==> src/rtl/pca_pkg.sv <==
package pca_pkg;
  // What happens to the held entry in a given cycle.
  typedef enum logic [1:0] {
    RET_NONE  = 2'd0,  // entry stays held
    RET_MERGE = 2'd1,  // folded into accumulator, code continues
    RET_EMIT  = 2'd2   // folded and the code is closed
  } retire_e;

  function automatic int unsigned code_width(input int unsigned dw, input int unsigned lanes);
    return dw * lanes;
  endfunction
endpackage

==> src/rtl/pca_tag_check.sv <==
module pca_tag_check #(
  parameter int unsigned OFS_W = 3,
  parameter int unsigned LANES = 4
) (
  input  logic [OFS_W-1:0] tag,
  output logic             tag_ok
);
  always_comb tag_ok = (int'(tag) < int'(LANES));
endmodule

==> src/rtl/pca_lane_merge.sv <==
module pca_lane_merge #(
  parameter int unsigned DATA_W = 8,
  parameter int unsigned LANES  = 4,
  parameter int unsigned OFS_W  = 3,
  localparam int unsigned CODE_W = DATA_W * LANES
) (
  input  logic [CODE_W-1:0] acc,
  input  logic [DATA_W-1:0] data,
  input  logic [OFS_W-1:0]  tag,
  output logic [CODE_W-1:0] merged
);
  for (genvar i = 0; i < int'(LANES); i++) begin : g_lane
    logic hit;
    assign hit = (int'(tag) == i);
    assign merged[i*DATA_W +: DATA_W] = acc[i*DATA_W +: DATA_W] | (hit ? data : '0);
  end
endmodule

==> src/rtl/pca_out_reg.sv <==
module pca_out_reg #(
  parameter int unsigned CODE_W = 32
) (
  input  logic              clk,
  input  logic              rst,
  input  logic              load,
  input  logic [CODE_W-1:0] code_in,
  input  logic              out_ready,
  output logic              out_valid,
  output logic [CODE_W-1:0] out_code,
  output logic              slot_free
);
  always_comb slot_free = !out_valid || out_ready;

  always_ff @(posedge clk) begin
    if (rst) begin
      out_valid <= 1'b0;
      out_code  <= '0;
    end else if (load) begin
      out_valid <= 1'b1;
      out_code  <= code_in;
    end else if (out_ready) begin
      out_valid <= 1'b0;
    end
  end
endmodule

==> src/rtl/post_code_assembler.sv <==
module post_code_assembler #(
  parameter int unsigned DATA_W = 8,
  parameter int unsigned LANES  = 4,
  parameter int unsigned OFS_W  = 3,
  localparam int unsigned CODE_W = DATA_W * LANES
) (
  input  logic              clk,
  input  logic              rst,
  input  logic              in_valid,
  output logic              in_ready,
  input  logic [DATA_W-1:0] in_data,
  input  logic [OFS_W-1:0]  in_ofs,
  input  logic              in_last,
  output logic              out_valid,
  input  logic              out_ready,
  output logic [CODE_W-1:0] out_code,
  output logic              err_flag
);
  import pca_pkg::*;

  // lookahead register
  logic              h_valid;
  logic [DATA_W-1:0] h_data;
  logic [OFS_W-1:0]  h_ofs;
  logic              h_last;

  logic [CODE_W-1:0] acc;
  logic [CODE_W-1:0] merged;
  logic              tag_ok;
  logic              slot_free;
  logic              in_fire, good_fire, bad_fire;
  logic              next_is_start, retire_go;
  retire_e           ret_kind;

  pca_tag_check #(.OFS_W(OFS_W), .LANES(LANES)) u_tag (
    .tag    (in_ofs),
    .tag_ok (tag_ok)
  );

  pca_lane_merge #(.DATA_W(DATA_W), .LANES(LANES), .OFS_W(OFS_W)) u_merge (
    .acc    (acc),
    .data   (h_data),
    .tag    (h_ofs),
    .merged (merged)
  );

  always_comb begin
    in_ready      = !h_valid || slot_free;
    in_fire       = in_valid && in_ready;
    good_fire     = in_fire && tag_ok;
    bad_fire      = in_fire && !tag_ok;
    next_is_start = good_fire && (in_ofs == '0);
    retire_go     = h_valid && ((h_last && slot_free) || good_fire);
    if (!retire_go)                    ret_kind = RET_NONE;
    else if (h_last || next_is_start)  ret_kind = RET_EMIT;
    else                               ret_kind = RET_MERGE;
  end

  pca_out_reg #(.CODE_W(CODE_W)) u_out (
    .clk       (clk),
    .rst       (rst),
    .load      (ret_kind == RET_EMIT),
    .code_in   (merged),
    .out_ready (out_ready),
    .out_valid (out_valid),
    .out_code  (out_code),
    .slot_free (slot_free)
  );

  always_ff @(posedge clk) begin
    if (rst) begin
      acc <= '0;
    end else begin
      case (ret_kind)
        RET_EMIT:  acc <= '0;
        RET_MERGE: acc <= merged;
        default:   acc <= acc;
      endcase
    end
  end

  always_ff @(posedge clk) begin
    if (rst) begin
      h_valid <= 1'b0;
      h_data  <= '0;
      h_ofs   <= '0;
      h_last  <= 1'b0;
    end else if (good_fire) begin
      h_valid <= 1'b1;
      h_data  <= in_data;
      h_ofs   <= in_ofs;
      h_last  <= in_last;
    end else if (retire_go) begin
      h_valid <= 1'b0;
      h_last  <= 1'b0;
    end else if (bad_fire && in_last && h_valid) begin
      h_last  <= 1'b1;  // dropped entry still closes the burst
    end
  end

  always_ff @(posedge clk) begin
    if (rst)           err_flag <= 1'b0;
    else if (bad_fire) err_flag <= 1'b1;
  end
endmodule

==> config.mk <==
export PLATFORM = sky130hd
export DESIGN_NAME = post_code_assembler
export DESIGN_NICKNAME = d
export VERILOG_FILES = /design/src/rtl/pca_pkg.sv /design/src/rtl/pca_tag_check.sv /design/src/rtl/pca_lane_merge.sv /design/src/rtl/pca_out_reg.sv /design/src/rtl/post_code_assembler.sv
export SDC_FILE = /design/constraint.sdc
export NUM_CORES = 1
export LEC_CHECK = 0
export BUFFER_PORTS_ARGS = -buffer_cell sky130_fd_sc_hd__buf_2
export CORE_ASPECT_RATIO = 1.5
export CORE_MARGIN = 1.5
export CORE_UTILIZATION = 60
export CTS_CLUSTER_SIZE = 24
export DETAILED_ROUTE_END_ITERATION = 16
export GPL_ROUTABILITY_DRIVEN = 0
export GPL_TIMING_DRIVEN = 0
export PLACE_DENSITY = 0.91
export SLEW_MARGIN = 10
export SYNTH_ARGS = -nofsm -noshare
export SYNTH_HDL_FRONTEND = slang
export SYNTH_HIERARCHICAL = 1
export SYNTH_SLANG_ARGS = --single-unit
==> constraint.sdc <==
create_clock -name clk -period 3.29 [get_ports clk]
set_clock_uncertainty 0.1 [all_clocks]
set_input_delay 0.4935 -clock clk [delete_from_list [all_inputs] [get_ports clk]]
set_output_delay 0.4935 -clock clk [all_outputs]
set_load 0.01 [all_outputs]
==> results of run 1 <==
stage by stage:
step | setup slack [ns] | hold slack (ns) | area, sq um
final | 1.051 | 0.2949 | 3645
after global routing | 0.9510 | 0.2890 | 3645
after CTS | 1.053 | 0.2906 | 3645
after detailed placement | 0.7757 | 0.3558 | 3481
after global placement | 0.9147 | 0.3449 | 3481
after floorplan | 1.281 | 0.3432 | 3151
power groups by stage:
stage	Sequential [W]	Combinational, W	Clock, W
floorplan	0.000995	0.0000834	0
global placement	0.000995	0.000117	0
detailed placement	0.000996	0.000120	0
CTS	0.000974	0.000121	0.000619
global route	0.000975	0.000132	0.000673
finish	0.000974	0.000122	0.000613
sequential cells by signal, summed over array words and instances, names as in the netlist:
register	flops
acc	32
u_out/out_code	32
h_last	1
err_flag	1
h_ofs	3
h_valid	1
u_out/out_valid	1
h_data	8
final timing paths:
| check | to |
|---|---|
| hold reg to reg | err_flag$_SDFFE_PP0P_ |
| hold / removal | h_data[5]$_SDFFE_PP0P_ |
| setup / recovery | in_ready |
| setup reg to reg | acc[2]$_SDFFE_PP0P_ |
synth_stat cells:
master     n
inv_1      3
clkbuf_1  10
dfxtp_1   79
a22o_1    32
buf_6      4
and2_1     1
a31o_2     9
nand2b_1   2
nor2_1    36
buf_12     3
a21oi_1   17
inv_2      1
and3_1     1
nor3_1     1
and2b_1    2
nor2_2     1
nor4b_4    1
nand3_1   11
nand2_1    1
o21ai_0   12
mux2i_1   32
buf_4      2
nand2_2    2
buf_2      5
nor2b_1    9
nand4b_1   1
a21o_1    25
a31oi_1    2
area by class of cell:
class	instances	area share, %
sequential	79	43.39
clock inverter	4	0.6179
timing repair buffer	49	6.728
inverter	4	0.4119
multi-input combinational	198	37.62
buffer	24	5.012
clock buffer	11	3.879
tap	68	2.334
routing by layer:
layer | vias up | track usage (%) | routed length [um]
met5 | - | 0 | 0
met4 | 0 | 14.63 | 206
met3 | 19 | 7.485 | 364
met2 | 71 | 42.48 | 3608
met1 | 1180 | 29.88 | 2829
li1 | 1208 | - | -
tightest hold or removal path: stages:
cell     delay, ns
buf_2         0.10
nand3_1       0.05
a21oi_1       0.05
cell families (layout without fill, tap and decap cells):
logic type,Yosys count,in the layout
flip-flops,79,79
buffers and inverters,28,92
AO/OA/AOI/OAI,97,97
multiplexers,32,32
AND/OR/NAND/NOR,69,69
==> run_results.csv, run 1 <==
group,metric,value,unit
yosys,synth_fa_ha_area_share,0,%
detailed_routing,drc,0,
timing,setup-tns-final,0,ns
setup_path,crit_family,"buffers and inverters",
setup_path,reg2reg_slack,1.57,ns
yosys,post-synth-top-area-cell,"dfxtp_1",
hold_path,hold_start,"in_data[5]",
setup_path,cp_cell_sequence,"nand2b_1, nor2b_1, inv_2, clkbuf_1, buf_2",
floorplan,row_count,32,
detailed_routing,drt-total-wl,7009,um
detailed_routing,viasPerCell,5.670,
setup_path,crit_start,"u_out/out_valid$_SDFFE_PP0P_",
outcome,outcome,"finished, final reports clean",
setup_path,max_stage_delay,0.32,ns
power_and_ir_drop,p_leak,1.692,nW
power_and_ir_drop,power_density,468.9,nW/um^2
timing,tightest_slew,0.6109,ns
floorplan,ios,51,
cells_and_area,num-fill-cells,393,
global_routing,first_global_vias,2456,
setup_path,start_kind,"flip-flop",
floorplan,start_util,61.96,%
global_routing,antenna_found_initial,0,
clocking,cts_tree,"built",
clocking,root_buffer,"clkbuf_8",
yosys,ys_ff_latch,79,
clocking,cts_repair_resize_count,0,
power_and_ir_drop,seq_power_share,57.0,%
cells_and_area,synthToLayoutAreaGrowth,15.69,%
detailed_routing,vias,2478,
global_routing,grt_start_max_net_pins,13,
setup_path,critPathMaxFanout,10,
clocking,clock_sinks,79,
timing,min_period,2.239,ns
floorplan,die_h,91.75,um
yosys,synth_xor_xnor_area_share,0,%
floorplan,dieArea,5704,sq um
cells_and_area,utilization,71.68,%
clocking,clk_latency,0.35,ns
setup_path,cp.required,2.70,ns
yosys,yosys.area_share.simple,11.00,%
timing,finalSetupViolations,0,
hold_path,min_path_type,"primary input to flip-flop",
placement,port_buffers,49,
power_and_ir_drop,finalPower,0.001709,W
global_routing,grt_overflow,0,
clocking,cts_buffer_depth,2,
cells_and_area,mostFrequentLayoutCells,"dfxtp_1, buf_2, nor2_1",
clocking,h-tree-depth,3,
clocking,clk_pin_slew,0.07,ns
yosys,syn_avg_cell_area,10.33,sq um
yosys,synth_top_area_share,50.20,%
power_and_ir_drop,peakVddDrop,0.0003149,V
yosys,netlist_instances,305,
placement,dp_cells,422,
setup_path,cp-end-kind,"primary output",
power_and_ir_drop,p_comb_share,7.1,%
setup_path,cp.arrival,1.65,ns
yosys,netlist_area,3151,sq um
detailed_routing,wl_per_cell,16.04,um
cells_and_area,nets,381,
hold_path,whs_path_depth,3,
yosys,seq_area_frac_synth,50.20,%
power_and_ir_drop,p_sw_share,24.06,%
yosys,synth_cell_types,28,
setup_path,cpMaxStageDelayCell,"clkbuf_1",
floorplan,dieWidth,62.17,um
power_and_ir_drop,p_switching,0.0004112,W
global_routing,grtUsageTotal,25.78,%
power_and_ir_drop,intPower,0.001298,W
clocking,ctsHoldBuffers,0,
setup_path,path_depth,5,
detailed_routing,first_iter_violations,117,
flow_run,maxCapViolCount,0,
yosys,syn_nets,321,
yosys,yosysWarnings,6,
timing,fin_crit_sh,68.06,%
clocking,cts_buffers,9,
yosys,synth_compound_area_share,22.36,%
setup_path,cp_num_buf_inv,3,
setup_path,ff2ff_path_depth,5,
power_and_ir_drop,clockPowerShare,35.9,%
yosys,synthTopCellsByArea,"dfxtp_1, mux2i_1, a22o_1, a21o_1, nor2_1",
cells_and_area,stdcell_count,437,
setup_path,r2r_start,"u_out/out_valid$_SDFFE_PP0P_",
cells_and_area,layout-drive-gt1-share,24.66,%
timing,maxSlewHeadroom,59.19,%
global_routing,grt_pass1_wl,11450,um
timing,finalHoldViolCount,0,
timing,rsz0062_at_grt,"false",
cells_and_area,layout_commonest_cell,"dfxtp_1",
detailed_routing,drtPass1Iterations,4,
timing,slew_viol_final,0,
clocking,post_cts.repair.setup_buffers,0,
detailed_routing,ant_nets,0,
cells_and_area,multiInputGateArea,1371,sq um
floorplan,core-area,5085,sq um
setup_path,critPathKind,"flip-flop to primary output",
timing,fmax,0.4466,GHz
yosys,synth_mux_area_share,10.17,%
yosys,synth_top_family_by_area,"compound AO/OA/AOI/OAI gates",
cells_and_area,diodes,0,
placement,dp_hpwl,4878,um
cells_and_area,seq_area,1582,sq um
Power figures use the tool's default switching activity.
==> run 2: changes to the inputs <==
Settings changed: CORE_UTILIZATION 60 to 50, PLACE_DENSITY 0.91 to 0.82.
Clock period 3.29 ns to 1.8 ns, I/O delays scaled along.
==> run 2 against run 1 <==
- register-to-register slack got worse by 1.4 ns
- die area is 19% higher
- via count barely moved
- combinational power grew 82%
- first-iteration DRC count is 10% higher
- clock power is 120% higher
- wire length increased by 0.68%
- sequential cell count is the same
- critical path depth is 1 lower
- critical path type unchanged
- largest power group unchanged
- highest routed layer unchanged
==> run_results.csv, run 2 (synthesized netlist as in run 1, its figures left out) <==
group,metric,value,unit
global_routing,antenna_found_initial,0,
timing,tightest_slew,0.5326,ns
timing,fin_crit_sh,93.62,%
cells_and_area,synthToLayoutAreaGrowth,17.16,%
timing,setup-tns-final,0,ns
cells_and_area,num-fill-cells,572,
detailed_routing,drtPass1Iterations,4,
clocking,clk_pin_slew,0.08,ns
cells_and_area,mostFrequentLayoutCells,"dfxtp_1, buf_2, nor2_1",
cells_and_area,nets,379,
hold_path,min_path_type,"primary input to flip-flop",
setup_path,cp.required,1.43,ns
power_and_ir_drop,finalPower,0.003344,W
setup_path,reg2reg_slack,0.20,ns
detailed_routing,first_iter_violations,129,
hold_path,hold_start,"in_data[6]",
setup_path,cp-end-kind,"primary output",
clocking,cts_buffers,9,
setup_path,critPathMaxFanout,13,
detailed_routing,wl_per_cell,15.97,um
hold_path,hold_end,"h_data[6]$_SDFFE_PP0P_",
placement,dp_hpwl,4882,um
detailed_routing,vias,2480,
timing,maxSlewHeadroom,64.42,%
clocking,h-tree-depth,3,
setup_path,critPathKind,"flip-flop to primary output",
flow_run,maxCapViolCount,0,
floorplan,dieWidth,67.81,um
cells_and_area,layout-drive-gt1-share,26.36,%
timing,finalSetupViolations,0,
setup_path,start_kind,"flip-flop",
timing,slew_viol_final,0,
outcome,outcome,"finished, final reports clean",
setup_path,cp.arrival,1.32,ns
timing,min_period,1.685,ns
placement,placed_cell_area,3488,sq um
setup_path,r2r_start,"u_out/out_valid$_SDFFE_PP0P_",
detailed_routing,drt-total-wl,7057,um
global_routing,grtUsageTotal,22.29,%
floorplan,dieArea,6796,sq um
clocking,root_buffer,"clkbuf_8",
placement,port_buffers,49,
global_routing,grt_pass1_wl,11250,um
setup_path,reg2reg_to,"acc[9]$_SDFFE_PP0P_",
timing,finalHoldViolCount,0,
cells_and_area,design_area,3691,sq um
hold_path,whs_path_depth,3,
timing,rsz0062_at_grt,"false",
floorplan,die_h,100.2,um
setup_path,ff2ff_path_depth,5,
power_and_ir_drop,power_density,906.0,nW/um^2
global_routing,first_global_vias,2327,
timing,fmax,0.5934,GHz
floorplan,core-area,6131,sq um
global_routing,grt_overflow,0,
power_and_ir_drop,peakVddDrop,0.0004839,V
clocking,clock_sinks,79,
clocking,clk_latency,0.36,ns
detailed_routing,drc,0,
power_and_ir_drop,p_leak,1.711,nW
clocking,cts_buffer_depth,2,
cells_and_area,largest_registers,"acc (32), u_out/out_code (32), h_data (8)",
detailed_routing,viasPerCell,5.611,
detailed_routing,ant_nets,0,
floorplan,row_count,35,
cells_and_area,layout_commonest_cell,"dfxtp_1",
clocking,cts_tree,"built",
floorplan,start_util,51.39,%
cells_and_area,diodes,0,
floorplan,ios,51,
global_routing,grt_start_max_net_pins,16,
timing,hold_ws,0.05679,ns
-- run 2: cell types whose count changed in the layout (fill, tap and decap cells not counted), moves of 2 or more --
cell,change
clkbuf_1,-3
clkinv_4,+3
clkinv_2,-2
inv_6,+2
-- run 2: power breakdown --
part	internal [W]	switching, W
clock	0.000655	0.000687
sequential	0.00177	0.0000145
combinational	0.0000837	0.000139
total	0.00250	0.000840
-- run 2: worst max-delay path: stages, from the launching register on --
cell      delay [ns]
dfxtp_1         0.34
nand2b_2        0.13
nor2b_2         0.19
inv_2           0.13
buf_2           0.16
-- run 2: final cells by class --
type	count	area (sq um)	area share [%]
Buffer	22	175.2	4.746
Clock buffer	9	123.9	3.356
Clock inverter	7	78.83	2.136
Inverter	4	15.01	0.4068
Multi-Input combinational cell	198	1378	37.32
Sequential cell	79	1583	42.88
Tap cell	74	92.59	2.508
Timing Repair Buffer	49	245.2	6.644
-- run 2: what timing repair did --
action | CTS | global route
endpoints found under the setup margin | 14 | 30
gates cloned | 0 | 0
gates resized for setup | 0 | 4
setup buffers | 0 | 0
pin swaps | 0 | 0
hold buffers | 0 | 0
-- run 2: routing by layer --
metal  track usage [%]  up-vias  wire length (um)
met5                 0        -                 0
met4             11.69        0               168
met3             4.596       12               307
met2             35.67       62              3596
met1             27.74     1195              2984
li1                  -     1211                 -
-- run 2: how the worst max path moves through the flow --
stage	from	end	slack, ns	depth (start not counted)
finish	u_out/out_valid$_SDFFE_PP0P_	in_ready	0.11	4
global route	u_out/out_valid$_SDFFE_PP0P_	in_ready	0.0008	4
CTS	u_out/out_valid$_SDFFE_PP0P_	in_ready	0.01	4
detailed placement	in_ofs[2]	u_out/out_code[23]$_SDFFE_PP0P_	-0.39	10
global placement	in_ofs[2]	u_out/out_code[13]$_SDFFE_PP0P_	-0.35	10
floorplan	in_ofs[2]	u_out/out_code[10]$_SDFFE_PP0P_	0.01	9
-- run 2: per-stage QoR --
stage	worst slack, ns	utilization, %	cells
after floorplan	0.01434	-	305
after global placement	-0.3468	56.90	428
after detailed placement	-0.3926	56.90	428
after CTS	0.01112	60.08	442
after global routing	0.0007713	60.20	442
final	0.1148	60.20	442
==> run 3: changes to the inputs <==
--- a/config.mk
+++ b/config.mk
@@ -15,2 +15,3 @@
 export GPL_TIMING_DRIVEN = 0
+export HOLD_SLACK_MARGIN = 0.08
 export PLACE_DENSITY = 0.82
--- a/constraint.sdc
+++ b/constraint.sdc
@@ -4,2 +4,2 @@
 set_output_delay 0.27 -clock clk [all_outputs]
-set_load 0.01 [all_outputs]
+set_load 0.05 [all_outputs]
==> run 3 against run 2 <==
- total power rose by 13%
- hold slack gained 0.067 ns
- clock-buffer cell count stayed put
- first-iteration DRC count increased by 67%
- sequential power is essentially flat
- clock power increased by 29%
- critical path type is now primary input to flip-flop
==> run_results.csv, run 3 (synthesized netlist as in run 1, its figures left out) <==
group,metric,value,unit
cells_and_area,synthToLayoutAreaGrowth,23.55,%
power_and_ir_drop,intPower,0.002933,W
placement,placed_cell_area,3491,sq um
clocking,clk_pin_slew,0.08,ns
floorplan,dieArea,6796,sq um
clocking,root_buffer,"clkbuf_8",
floorplan,die_h,100.2,um
timing,setup-tns-final,0,ns
cells_and_area,layout_commonest_cell,"dfxtp_1",
setup_path,start_kind,"primary input",
cells_and_area,utilization,63.49,%
cells_and_area,diodes,0,
clocking,h-tree-depth,3,
global_routing,grt_overflow,0,
power_and_ir_drop,p_switching,0.0008389,W
power_and_ir_drop,clockPowerShare,46.0,%
timing,finalHoldViolCount,0,
power_and_ir_drop,p_sw_share,22.24,%
global_routing,grtUsageTotal,23.39,%
global_routing,grt_pass1_wl,11850,um
timing,tightest_slew,0.6977,ns
clocking,cts_buffers,9,
global_routing,first_global_vias,2425,
hold_path,whs_path_depth,3,
setup_path,critPathKind,"primary input to flip-flop",
cells_and_area,layout-drive-gt1-share,26.05,%
clocking,clk_latency,0.36,ns
detailed_routing,ant_nets,0,
clocking,cts_tree,"built",
global_routing,grt_start_max_net_pins,15,
outcome,outcome,"finished, final reports clean",
detailed_routing,drtPass1Iterations,4,
detailed_routing,vias,2515,
cells_and_area,largest_registers,"acc (32), u_out/out_code (32), h_data (8)",
floorplan,core-area,6131,sq um
setup_path,critPathMaxFanout,10,
setup_path,cp-end-kind,"flip-flop",
global_routing,antenna_found_initial,0,
power_and_ir_drop,power_density,969.0,nW/um^2
floorplan,ios,51,
floorplan,start_util,51.39,%
detailed_routing,viasPerCell,5.540,
timing,finalSetupViolations,0,
power_and_ir_drop,p_comb_share,6.8,%
flow_run,maxCapViolCount,0,
placement,port_buffers,49,
timing,hold_ws,0.1241,ns
cells_and_area,design_area,3892,sq um
cells_and_area,nets,391,
hold_path,min_path_type,"primary input to flip-flop",
setup_path,ff2ff_path_depth,5,
detailed_routing,wl_per_cell,15.84,um
power_and_ir_drop,seq_power_share,47.2,%
clocking,clock_sinks,79,
timing,fin_crit_sh,90.96,%
power_and_ir_drop,p_leak,1.795,nW
timing,min_period,1.637,ns
setup_path,cp.required,1.94,ns
detailed_routing,drt-total-wl,7190,um
clocking,cts_buffer_depth,2,
power_and_ir_drop,peakVddDrop,0.0005688,V
timing,slew_viol_final,0,
timing,rsz0062_at_grt,"false",
cells_and_area,mostFrequentLayoutCells,"dfxtp_1, buf_2, nor2_1",
floorplan,row_count,35,
detailed_routing,first_iter_violations,216,
detailed_routing,drc,0,
floorplan,dieWidth,67.81,um
clocking,post_cts.repair.setup_buffers,0,
timing,fmax,0.6108,GHz
placement,dp_hpwl,4807,um
setup_path,cp.arrival,1.78,ns
timing,maxSlewHeadroom,53.39,%
## run 3: changes by cell type in the layout (fill, tap and decap cells not counted), moves of 2 or more
cell and delta:
bufinv_16 +3, clkinv_4 -3, clkinvlp_4 +2, dlygate4sd3_1 +11
## run 3: final cells by class
class,count,area (sq um)
Buffer,23,182.7
Sequential cell,79,1584
Fill cell,501,2238
Multi-Input combinational cell,198,1389
Clock inverter,7,143.9
Timing Repair Buffer,60,361.6
Clock buffer,9,123.9
Tap cell,74,92.59
Inverter,4,15.01
## run 3: final timing paths
check / from / end / slack [ns]
worst min register to register: err_flag$_SDFFE_PP0P_ / err_flag$_SDFFE_PP0P_ / 0.37
worst max register to register: u_out/out_valid$_SDFFE_PP0P_ / acc[4]$_SDFFE_PP0P_ / 0.22
worst max-delay path: in_ofs[2] / u_out/out_code[2]$_SDFFE_PP0P_ / 0.16
worst min-delay path: in_ofs[2] / h_ofs[2]$_SDFFE_PP0P_ / 0.12
## run 3: per-layer routing
layer | track usage, % | vias to the layer above | part of all wire, % | routed length (um)
met5 | 0 | - | 0 | 0
met4 | 12.77 | 0 | 3.0 | 216
met3 | 3.924 | 16 | 4.8 | 344
met2 | 37.78 | 70 | 50 | 3568
met1 | 29.12 | 1194 | 43 | 3060
li1 | - | 1235 | - | -
## run 3: power by group through the flow
stage                     Clock [W]  Combinational, W  Sequential [W]
after floorplan                   0          0.000153         0.00183
after global placement            0          0.000226         0.00182
after detailed placement          0          0.000231         0.00182
after CTS                   0.00175          0.000252         0.00178
after global routing        0.00181          0.000279         0.00178
final                       0.00173          0.000257         0.00178
## run 3: what timing repair did
item	in CTS	in global routing
setup endpoints to repair	24	30
gates cloned	0	0
hold endpoints to repair	13	0
resized for setup	8	4
hold buffers	11	0
## run 3: worst max-delay path, stage by stage
cell	delay, ns
buf_2	0.12
inv_1	0.16
and2_4	0.20
clkbuf_4	0.20
a21oi_1	0.08
nor2_1	0.13
buf_6	0.18
buf_12	0.15
mux2i_1	0.20
nor2_1	0.08
## run 3: metrics by stage
stage | setup slack [ns] | instances | total power, W
2_1_floorplan | 0.01196 | 305 | 0.001980
3_3_place_gp | -0.3533 | 428 | 0.002045
3_5_place_dp | -0.4100 | 428 | 0.002051
4_1_cts | 0.01941 | 455 | 0.003785
5_1_grt | 0.02671 | 454 | 0.003878
6_report | 0.1627 | 454 | 0.003772
